## src/rtl/ofc_pkg.sv

```systemverilog
package ofc_pkg;
  localparam int unsigned FIELD_W     = 5;
  localparam int unsigned FIRST_DIGIT = 31;
  localparam int unsigned WORD_DIGITS = 36;
  localparam int unsigned GATED_IDX   = 3;
endpackage

```

## src/rtl/ofc_digit_timer.sv

```systemverilog
module ofc_digit_timer #(
  parameter int unsigned WORD_DIGITS = 36,
  parameter int unsigned FIRST_DIGIT = 31,
  parameter int unsigned FIELD_W     = 5
) (
  input  logic               clk_i,
  input  logic               rst_ni,
  input  logic               word_start_i,
  input  logic               tick_i,
  output logic [FIELD_W-1:0] slot_o,
  output logic               last_o
);
  localparam int unsigned CNT_W = $clog2(WORD_DIGITS);
  localparam logic [CNT_W-1:0] LAST_CNT = CNT_W'(WORD_DIGITS - 1);

  logic [CNT_W-1:0] cnt_q;

  always_ff @(posedge clk_i or negedge rst_ni) begin
    if (!rst_ni)            cnt_q <= '0;
    else if (word_start_i)  cnt_q <= '0;
    else if (tick_i)        cnt_q <= (cnt_q == LAST_CNT) ? '0 : cnt_q + 1'b1;
  end

  for (genvar k = 0; k < FIELD_W; k++) begin : g_slot
    localparam logic [CNT_W-1:0] SLOT_CNT = CNT_W'(FIRST_DIGIT + k);
    assign slot_o[k] = tick_i && (cnt_q == SLOT_CNT);
  end

  assign last_o = slot_o[FIELD_W-1];

  a_r1_cnt_range: assert property (@(posedge clk_i) disable iff (!rst_ni)
    cnt_q <= LAST_CNT);
  a_r1_slot_onehot: assert property (@(posedge clk_i) disable iff (!rst_ni)
    $onehot0(slot_o));
  a_r1_wrap: assert property (@(posedge clk_i) disable iff (!rst_ni)
    (tick_i && !word_start_i && cnt_q == LAST_CNT) |=> cnt_q == '0);
endmodule

```

## src/rtl/ofc_clear_gen.sv

```systemverilog
module ofc_clear_gen (
  input  logic clk_i,
  input  logic rst_ni,
  input  logic gate_i,
  input  logic end_i,
  output logic clear_o
);
  logic gate_q, clear_q;

  always_ff @(posedge clk_i or negedge rst_ni) begin
    if (!rst_ni) begin
      gate_q  <= 1'b0;
      clear_q <= 1'b0;
    end else begin
      gate_q  <= gate_i;
      clear_q <= gate_q && !gate_i && end_i;
    end
  end

  assign clear_o = clear_q;

  a_r8_single_pulse: assert property (@(posedge clk_i) disable iff (!rst_ni)
    clear_o |=> !clear_o);
  a_r9_needs_end: assert property (@(posedge clk_i) disable iff (!rst_ni)
    !end_i |=> !clear_o);
endmodule

```

## src/rtl/ofc_flag_bank.sv

```systemverilog
module ofc_flag_bank #(
  parameter int unsigned FIELD_W   = 5,
  parameter int unsigned GATED_IDX = 3
) (
  input  logic               clk_i,
  input  logic               rst_ni,
  input  logic [FIELD_W-1:0] slot_i,
  input  logic               order_i,
  input  logic               last_i,
  input  logic               clear_i,
  output logic [FIELD_W-1:0] pos_o,
  output logic [FIELD_W-1:0] neg_o,
  output logic               ready_o
);
  logic [FIELD_W-1:0] flag_q;
  logic               qual_q;

  // clear wins over set
  always_ff @(posedge clk_i or negedge rst_ni) begin
    if (!rst_ni)      qual_q <= 1'b0;
    else if (clear_i) qual_q <= 1'b0;
    else if (last_i)  qual_q <= 1'b1;
  end

  for (genvar k = 0; k < FIELD_W; k++) begin : g_flag
    always_ff @(posedge clk_i or negedge rst_ni) begin
      if (!rst_ni)                     flag_q[k] <= 1'b0;
      else if (clear_i)                flag_q[k] <= 1'b0;
      else if (slot_i[k] && order_i)   flag_q[k] <= 1'b1;
    end

    if (k == GATED_IDX) begin : g_gated
      assign pos_o[k] = flag_q[k] && qual_q;
      assign neg_o[k] = !flag_q[k] && qual_q;
    end else begin : g_plain
      assign pos_o[k] = flag_q[k];
      assign neg_o[k] = !flag_q[k];
    end

    a_r3_set_in_slot: assert property (@(posedge clk_i) disable iff (!rst_ni)
      $rose(flag_q[k]) |-> $past(slot_i[k] && order_i));
    a_r4_sticky: assert property (@(posedge clk_i) disable iff (!rst_ni)
      (flag_q[k] && !clear_i) |=> flag_q[k]);
  end

  assign ready_o = qual_q;

  a_r8_clear_all: assert property (@(posedge clk_i) disable iff (!rst_ni)
    clear_i |=> (flag_q == '0) && !ready_o);
  a_r7_ready_after_last: assert property (@(posedge clk_i) disable iff (!rst_ni)
    $rose(ready_o) |-> $past(last_i));
  a_r6_gated_quiet: assert property (@(posedge clk_i) disable iff (!rst_ni)
    !ready_o |-> !pos_o[GATED_IDX] && !neg_o[GATED_IDX]);
  a_r5_rails_exclusive: assert property (@(posedge clk_i) disable iff (!rst_ni)
    (pos_o & neg_o) == '0);
endmodule

```

## src/rtl/order_field_capture.sv

```systemverilog
module order_field_capture
  import ofc_pkg::*;
#(
  parameter int unsigned P_FIELD_W     = FIELD_W,
  parameter int unsigned P_FIRST_DIGIT = FIRST_DIGIT,
  parameter int unsigned P_WORD_DIGITS = WORD_DIGITS,
  parameter int unsigned P_GATED_IDX   = GATED_IDX
) (
  input  logic                 clk_i,
  input  logic                 rst_ni,
  input  logic                 word_start_i,
  input  logic                 tick_i,
  input  logic                 order_i,
  input  logic                 gate_i,
  input  logic                 end_i,
  output logic [P_FIELD_W-1:0] slot_o,
  output logic [P_FIELD_W-1:0] pos_o,
  output logic [P_FIELD_W-1:0] neg_o,
  output logic                 ready_o,
  output logic                 clear_o
);
  logic last_slot;
  logic clear_pulse;

  ofc_digit_timer #(
    .WORD_DIGITS(P_WORD_DIGITS),
    .FIRST_DIGIT(P_FIRST_DIGIT),
    .FIELD_W    (P_FIELD_W)
  ) u_timer (
    .clk_i       (clk_i),
    .rst_ni      (rst_ni),
    .word_start_i(word_start_i),
    .tick_i      (tick_i),
    .slot_o      (slot_o),
    .last_o      (last_slot)
  );

  ofc_clear_gen u_clear (
    .clk_i  (clk_i),
    .rst_ni (rst_ni),
    .gate_i (gate_i),
    .end_i  (end_i),
    .clear_o(clear_pulse)
  );

  ofc_flag_bank #(
    .FIELD_W  (P_FIELD_W),
    .GATED_IDX(P_GATED_IDX)
  ) u_bank (
    .clk_i  (clk_i),
    .rst_ni (rst_ni),
    .slot_i (slot_o),
    .order_i(order_i),
    .last_i (last_slot),
    .clear_i(clear_pulse),
    .pos_o  (pos_o),
    .neg_o  (neg_o),
    .ready_o(ready_o)
  );

  assign clear_o = clear_pulse;

  a_r10_clear_beats_qualify: assert property (@(posedge clk_i) disable iff (!rst_ni)
    (clear_o && last_slot) |=> !ready_o);
endmodule

```

## config.mk

```make
export PLATFORM = sky130hd
export DESIGN_NAME = order_field_capture
export DESIGN_NICKNAME = d
export VERILOG_FILES = /design/src/rtl/ofc_pkg.sv /design/src/rtl/ofc_digit_timer.sv /design/src/rtl/ofc_clear_gen.sv /design/src/rtl/ofc_flag_bank.sv /design/src/rtl/order_field_capture.sv
export SDC_FILE = /design/constraint.sdc
export NUM_CORES = 1
export LEC_CHECK = 0
export BUFFER_PORTS_ARGS = -buffer_cell sky130_fd_sc_hd__clkbuf_2
export CAP_MARGIN = 20
export CORE_UTILIZATION = 43
export CTS_BUF_LIST = sky130_fd_sc_hd__clkbuf_8 sky130_fd_sc_hd__clkbuf_16
export DETAILED_ROUTE_END_ITERATION = 7
export HOLD_SLACK_MARGIN = 0.15
export PLACE_DENSITY = 0.79
export SYNTH_ARGS = -nofsm -noshare
export SYNTH_HDL_FRONTEND = slang
export SYNTH_SLANG_ARGS = --single-unit
```

## constraint.sdc

```tcl
create_clock -name clk_i -period 1.6 [get_ports clk_i]
set_input_delay 0.32 -clock clk_i [delete_from_list [all_inputs] [get_ports clk_i]]
set_output_delay 0.32 -clock clk_i [all_outputs]
set_load 0.03 [all_outputs]
```

# Word-level counts from Yosys, hierarchy flattened
# Index checks and enable logic that the tools add are counted.
dict set report totals {
  register_bits 14
  input_bits 7
}
dict set report classes {
  n_addsub 1
  eq_ne 5
  muxes 15
  reduce_logical 27
}
# op count
set op_table {}
lappend op_table {{equality test 6 bit (second input constant)} 4}
lappend op_table {{2-to-1 mux 6 bit} 3}
lappend op_table {{logical AND 1 bit} 14}
lappend op_table {{nonzero test 2 bit} 7}
lappend op_table {{2-to-1 mux 1 bit} 12}
lappend op_table {{adder 6 x 1 -> 6 bit (second input constant)} 1}
lappend op_table {{equality test 6 x 5 -> 1 bit (second input constant)} 1}
lappend op_table {{logical NOT 1 bit} 6}

# Depth between registers and ports, before layout
# Gate-level depths: netlist (run 1).
dict set report depth {
  word_depth 5
  depth_mapped 4
  depth_no_buf 4
}

# Modules after synthesis
# Synthesis (run 1) repeated with hierarchy kept, for this count alone.
dict set report unflattened {
  cells_unflattened 75
  area_unflattened_um2 730.7
}
# mod n_inst cells_each area_per_inst_um2 seq_area_each_um2
set by_module_without_submodules {}
lappend by_module_without_submodules {ofc_digit_timer 1 44 412.9 150.1}
lappend by_module_without_submodules {ofc_flag_bank 1 28 259.0 150.1}
lappend by_module_without_submodules {ofc_clear_gen 1 3 58.8 50.0}

# Worst setup path before layout (run 1)
# No wires, ideal clock.
dict set report synth_timing {
  kind {reg-to-output}
  from {reg u_timer.cnt_q[0]}
  to {out slot_o[0]}
  arrival_ns 1.436
  setup_slack_ns -0.156
  path_stages_with_launch 4
  path_cell_list {dfrtp_1 -> ha_1 -> nand2_1 -> nor3_1}
}
dict set report synth_via {
  elab_chain_cells 2
}
# item line
set synth_lines {}
lappend synth_lines {{from (decl)} ofc_digit_timer.sv:16} ;# logic [CNT_W-1:0] cnt_q;
lappend synth_lines {{from (signal assigned)} ofc_digit_timer.sv:21} ;# else if (tick_i) cnt_q <= (cnt_q == LAST_CNT) ? '0 : cnt_q + 1'b1;
lappend synth_lines {{equality test 6 x 5 -> 1 bit} ofc_digit_timer.sv:26} ;# assign slot_o[k] = tick_i && (cnt_q == SLOT_CNT);
lappend synth_lines {{logical AND 1 bit} ofc_digit_timer.sv:26}
lappend synth_lines {{to (decl)} order_field_capture.sv:16} ;# output logic [P_FIELD_W-1:0] slot_o,
# No other way between the ends.

# Worst setup path in the final report (run 1)
dict set report layout_timing {
  from {reg u_timer.cnt_q[2]}
  to {out slot_o[2]}
}
dict set report layout_via {
  elab_chain_cells 2
}
# item line
set layout_lines {}
lappend layout_lines {{equality test 6 bit} ofc_digit_timer.sv:26}
lappend layout_lines {{logical AND 1 bit} ofc_digit_timer.sv:26}
# No other way between the ends.

==> out/metrics.yaml, run 1 <==
row_count: 14
vias: 645
grt_start_max_net_pins: 15
p_per_area_nw_per_um2: 751
grt-ovfl-total: 0
die_area_sq_um: 1890
hold_viol_final: 0
finalCritPeriodShare: 1.10
crit_path_end_kind: "output port"
crit_arrival_ns: 1.44
fmax_mhz: 568
port_buffers: 23
drt_iter0_drc: 20
clock-sinks: 14
final_cells: 121
nFillCells: 108
clkTransAtPathRegs_ns: 0.06
peakVddDrop_mv: 0.463
synth.distinct_cells: 26
first_pass_iters: 8
grt_use_total: 0.200
yosysTopAreaCellShare: 0.475
ff_latch_area_sq_um: 353
violations: "DRC, setup timing"
worstPathCellList: "nor4b_4, and3_1, clkbuf_8"
final_cell_mix: "18 x clkbuf_2, 12 x dfrtp_1, 11 x buf_4"
grt_pass1_vias: 574
dp_hpwl_um: 1060
rsz0062_at_grt: "yes"
synth_warnings: 0
vias_per_cell: 5.33
setup_ws_ns: -0.160
gp_congestion: 0.763
tightestPinTransition_ns: 0.346
drive_above_1_share: 0.467
synthCells: 72
slew_headroom: 0.769
die_w_um: 43.4
h-tree-depth: 1
ant_nets: 0
worstPathRequired_ns: 1.28
cts_buffers: 3
antenna_found_initial: 0
worstSetupPathType: "flip-flop to output port"
multi_input_area_sq_um: 359
ys_seq_elements: 14
outcome: "finished, violations left"
synth_largest_area_cell: "dfrtp_1"
clockBufferDepth: 2
wl_per_cell_um: 14.0
wl_um: 1700
power_uw: 798
synth.net_count: 83
whs_ns: 0.197
avgSynthCellArea_sq_um: 10.3
syn_to_final_growth_pct: 43.9
clock_tree.root_cell: "clkbuf_8"
drc: 4
critPathLaunchType: "flip-flop"
drv_slew: 0
ys_seq_area_frac: 0.475
nets: 117
layout.cells.most_common: "clkbuf_2"
diodes: 0
fp.dieH_um: 43.4
min_path_type: "input port to flip-flop"
min_period_ns: 1.76
synthTopCellsByArea: "dfrtp_1 47%, ha_1 6.8%, buf_4 5.1%"
fin_skew_ns: 0.00550
setup_viol: 4
drv_cap: 0
io_pins: 24
grt_pass1_wl_um: 2700
placed_cells: 111
cts_tree: "built"
coreArea_sq_um: 1560
synth_area_sq_um: 738
cp_slowest_stage_delay_ns: 0.41
initial_utilization: 0.474
crit_slowest_cell: "dfrtp_1"
crit_fanout: 5
clk_latency_ns: 0.25
dp_worst_setup_slack_ns: 0.0584
p_leak_nw: 0.520
==> path summary, 6_finish.rpt <==
check / from / endpoint / slack, ns / depth (start not counted)
worst max-delay path: u_timer.cnt_q[2]$_DFFE_PN0P_ / slot_o[2] / -0.16 / 3
worst min-delay path: gate_i / u_clear.gate_q$_DFF_PN0_ / 0.20 / 1
worst max register to register: u_timer.cnt_q[1]$_DFFE_PN0P_ / u_timer.cnt_q[2]$_DFFE_PN0P_ / 0.17 / 5
worst min register to register: u_clear.gate_q$_DFF_PN0_ / u_clear.clear_o$_DFF_PN0_ / 0.47 / 2
max in group asynchronous: rst_ni / u_timer.cnt_q[1]$_DFFE_PN0P_ / 0.81 / 2
min in group asynchronous: rst_ni / u_timer.cnt_q[5]$_DFFE_PN0P_ / 0.51 / 2
==> sequential cells by signal, indices dropped and copies added (netlist names) <==
signal	cells
u_bank.pos_o	4
u_bank.flag_q	1
u_bank.ready_o	1
u_clear.gate_q	1
u_clear.clear_o	1
u_timer.cnt_q	6
==> stage by stage <==
step,setup TNS (ns),util,cell area (sq um)
after CTS,-0.546,0.658,1030
after global routing,-0.724,0.681,1060
final,-0.589,0.681,1060
after detailed placement,0,0.565,881
after floorplan,0,-,743
after global placement,0,0.565,881
==> synthesized netlist by cell type <==
cell / count
nand3_1: 2
dfrtp_1: 14
a41oi_1: 1
xor2_1: 2
nand4_1: 5
nor2_1: 7
nor2b_1: 1
or3_2: 1
and3_1: 4
buf_4: 5
or3_1: 1
nand3_2: 1
o21ba_2: 1
nand2_1: 3
nor4b_4: 1
and2_1: 1
a211oi_2: 1
ha_1: 4
mux2i_1: 1
a21oi_1: 4
buf_2: 1
xnor2_1: 1
nor3_1: 2
a31oi_1: 1
inv_1: 6
o21ai_0: 1
==> logic make-up after synthesis <==
family          share of synthesized area
compound gates                     0.0847
simple gates                        0.236
buf+inv                            0.0881
xor+xnor                           0.0356
fa+ha+maj                          0.0678
mux                                0.0136
flops                               0.475
==> power breakdown <==
part | switching (mW) | total [mW] | internal (mW)
registers | 0.0112 | 0.374 | 0.363
logic | 0.0456 | 0.0790 | 0.0334
clock network | 0.127 | 0.345 | 0.218
==> final cells by class <==
type / instances / share of cell area
clock buffers: 4 / 0.0518
flip-flops and latches: 14 / 0.332
repair buffers: 35 / 0.238
multi-input cells: 46 / 0.338
inverters: 6 / 0.0212
well taps: 16 / 0.0188
==> metal layers <==
| metal | up-vias | share of wire | track usage |
|---|---|---|---|
| met2 | 13 | 0.51 | 0.324 |
| li1 | 309 | - | - |
| met1 | 319 | 0.45 | 0.257 |
| met3 | 4 | 0.019 | 0.0375 |
| met4 | 0 | 0.015 | 0.0938 |
| met5 | - | 0 | 0 |
==> repair_timing <==
action                                 4_1_cts  5_1_grt
resized for setup                           14        8
endpoints found under the hold margin       14        0
pin swaps                                    3        4
setup buffers                                3        2
setup endpoints to repair                    5        5
hold buffers                                 1        0
==> critical path: cells and delay by family (launching register included) <==
family        cells  cell delay (ns)
simple gates      2             0.62
flops             1             0.41
buf+inv           1             0.16
Note: power is estimated with default switching activity, not from simulation.
==> run 2: changes to the inputs <==
SKIP_LAST_GASP = 1   (was default)
==> run 2 against run 1 <==
The run still ends with DRC, setup timing left. Die area unchanged. Global-route usage is 0.35 points lower. Count of clock-buffer cells in the layout is the same. Critical path type unchanged. Largest power group unchanged.
==> out/metrics.yaml, run 2 (synthesized netlist as in run 1, its figures left out) <==
top_register: "u_timer.cnt_q"
grt_use_total: 0.196
row_count: 14
clkTransAtPathRegs_ns: 0.06
p_leak_nw: 0.519
clkPwrFrac: 0.431
whs_ns: 0.196
wl_um: 1680
combPwrFrac: 0.100
gp_congestion: 0.763
clk_latency_ns: 0.25
dp_hpwl_um: 1060
min_period_ns: 1.76
p_int_uw: 614
grt-ovfl-total: 0
setup_ws_ns: -0.162
tightestPinTransition_ns: 0.350
die_w_um: 43.4
die_area_sq_um: 1890
crit_arrival_ns: 1.44
finalCritPeriodShare: 1.10
first_pass_iters: 7
drv_cap: 0
rsz0062_at_grt: "yes"
utilization: 0.679
hold_viol_final: 0
p_seq_frac: 0.469
drt_iter0_drc: 27
nets: 117
drc: 4
vias: 669
critPathLaunchType: "flip-flop"
slew_headroom: 0.767
dpl_cell_area_sq_um: 881
port_buffers: 23
h-tree-depth: 1
switching_share: 0.230
min_path_type: "input port to flip-flop"
wl_per_cell_um: 13.9
fmax_mhz: 568
violations: "DRC, setup timing"
worstPathCellList: "nor4b_4, and3_1, buf_6"
cts_buffers: 3
diodes: 0
ant_nets: 0
initial_utilization: 0.474
worstPathRequired_ns: 1.28
syn_to_final_growth_pct: 43.4
drv_slew: 0
switchingPower_uw: 183
final_cell_mix: "18 x clkbuf_2, 12 x dfrtp_1, 11 x buf_4"
crit_fanout: 5
peakVddDrop_mv: 0.465
crit_slowest_cell: "dfrtp_1"
setup_viol: 4
p_per_area_nw_per_um2: 754
antenna_found_initial: 0
outcome: "finished, violations left"
coreArea_sq_um: 1560
worstSetupPathType: "flip-flop to output port"
drive_above_1_share: 0.467
vias_per_cell: 5.53
largest_reg_flops: 6
grt_start_max_net_pins: 15
fin_skew_ns: 0.00468
grt_pass1_wl_um: 2670
cts_tree: "built"
clockBufferDepth: 2
io_pins: 24
cp_slowest_stage_delay_ns: 0.41
crit_path_end_kind: "output port"
cp_num_buf_inv: 1
grt_pass1_vias: 570
fp.dieH_um: 43.4
clock-sinks: 14
cp_top_family: "simple AND/OR/NAND/NOR gates"
final_area_sq_um: 1060
clock_tree.root_cell: "clkbuf_8"
layout.cells.most_common: "clkbuf_2"
==> run 2: cell counts in the layout (fill, tap and decap cells not counted) <==
No cell type changed its count.
==> run 2: final cells by class <==
| class | instances | area, sq um |
|---|---|---|
| Fill cell | 110 | 500 |
| Multi-Input combinational cell | 46 | 359 |
| Sequential cell | 14 | 353 |
| Timing Repair Buffer | 35 | 249 |
| Clock buffer | 4 | 55.1 |
| Inverter | 6 | 22.5 |
| Tap cell | 16 | 20.0 |
==> run 2: power by group through the flow <==
stage               Sequential [mW]  Clock [mW]  Combinational, mW
global route                  0.375       0.367             0.0871
global placement              0.379           0             0.0566
floorplan                     0.379           0             0.0274
finish                        0.374       0.344             0.0798
CTS                           0.374       0.351             0.0717
detailed placement            0.379           0             0.0586
==> run 2: worst paths after layout <==
check	slack [ns]	startpoint	cells past startpoint	end
max reg2reg	0.17	u_timer.cnt_q[1]$_DFFE_PN0P_	5	u_timer.cnt_q[2]$_DFFE_PN0P_
min	0.20	gate_i	1	u_clear.gate_q$_DFF_PN0_
min reg2reg	0.47	u_clear.gate_q$_DFF_PN0_	2	u_clear.clear_o$_DFF_PN0_
max	-0.16	u_timer.cnt_q[2]$_DFFE_PN0P_	3	slot_o[2]
min in group asynchronous	0.51	rst_ni	2	u_timer.cnt_q[5]$_DFFE_PN0P_
max in group asynchronous	0.80	rst_ni	2	u_timer.cnt_q[1]$_DFFE_PN0P_
==> run 2: routing by layer <==
| layer | GRT usage | up-vias | part of all wire | wire (um) |
|---|---|---|---|---|
| li1 | - | 312 | - | - |
| met1 | 0.263 | 328 | 0.44 | 742 |
| met2 | 0.306 | 25 | 0.50 | 839 |
| met3 | 0.0375 | 4 | 0.040 | 67 |
| met4 | 0.0938 | 0 | 0.018 | 31 |
| met5 | 0 | - | 0 | 0 |
==> run 2: through the flow <==
step	instances	power (mW)	setup TNS (ns)	setup slack, ns
floorplan	72	0.406	0	0.0194
global placement	111	0.435	0	0.107
detailed placement	111	0.437	0	0.0584
CTS	119	0.796	-0.558	-0.149
global route	121	0.829	-0.721	-0.187
finish	121	0.798	-0.600	-0.162
==> run 2: what timing repair did <==
action | 4_1_cts | 5_1_grt
hold buffers | 1 | 0
setup endpoints to repair | 5 | 5
cloned | 0 | 0
buffers inserted | 3 | 2
hold endpoints to repair | 14 | 0
pin swaps | 3 | 5
gates resized for setup | 13 | 9
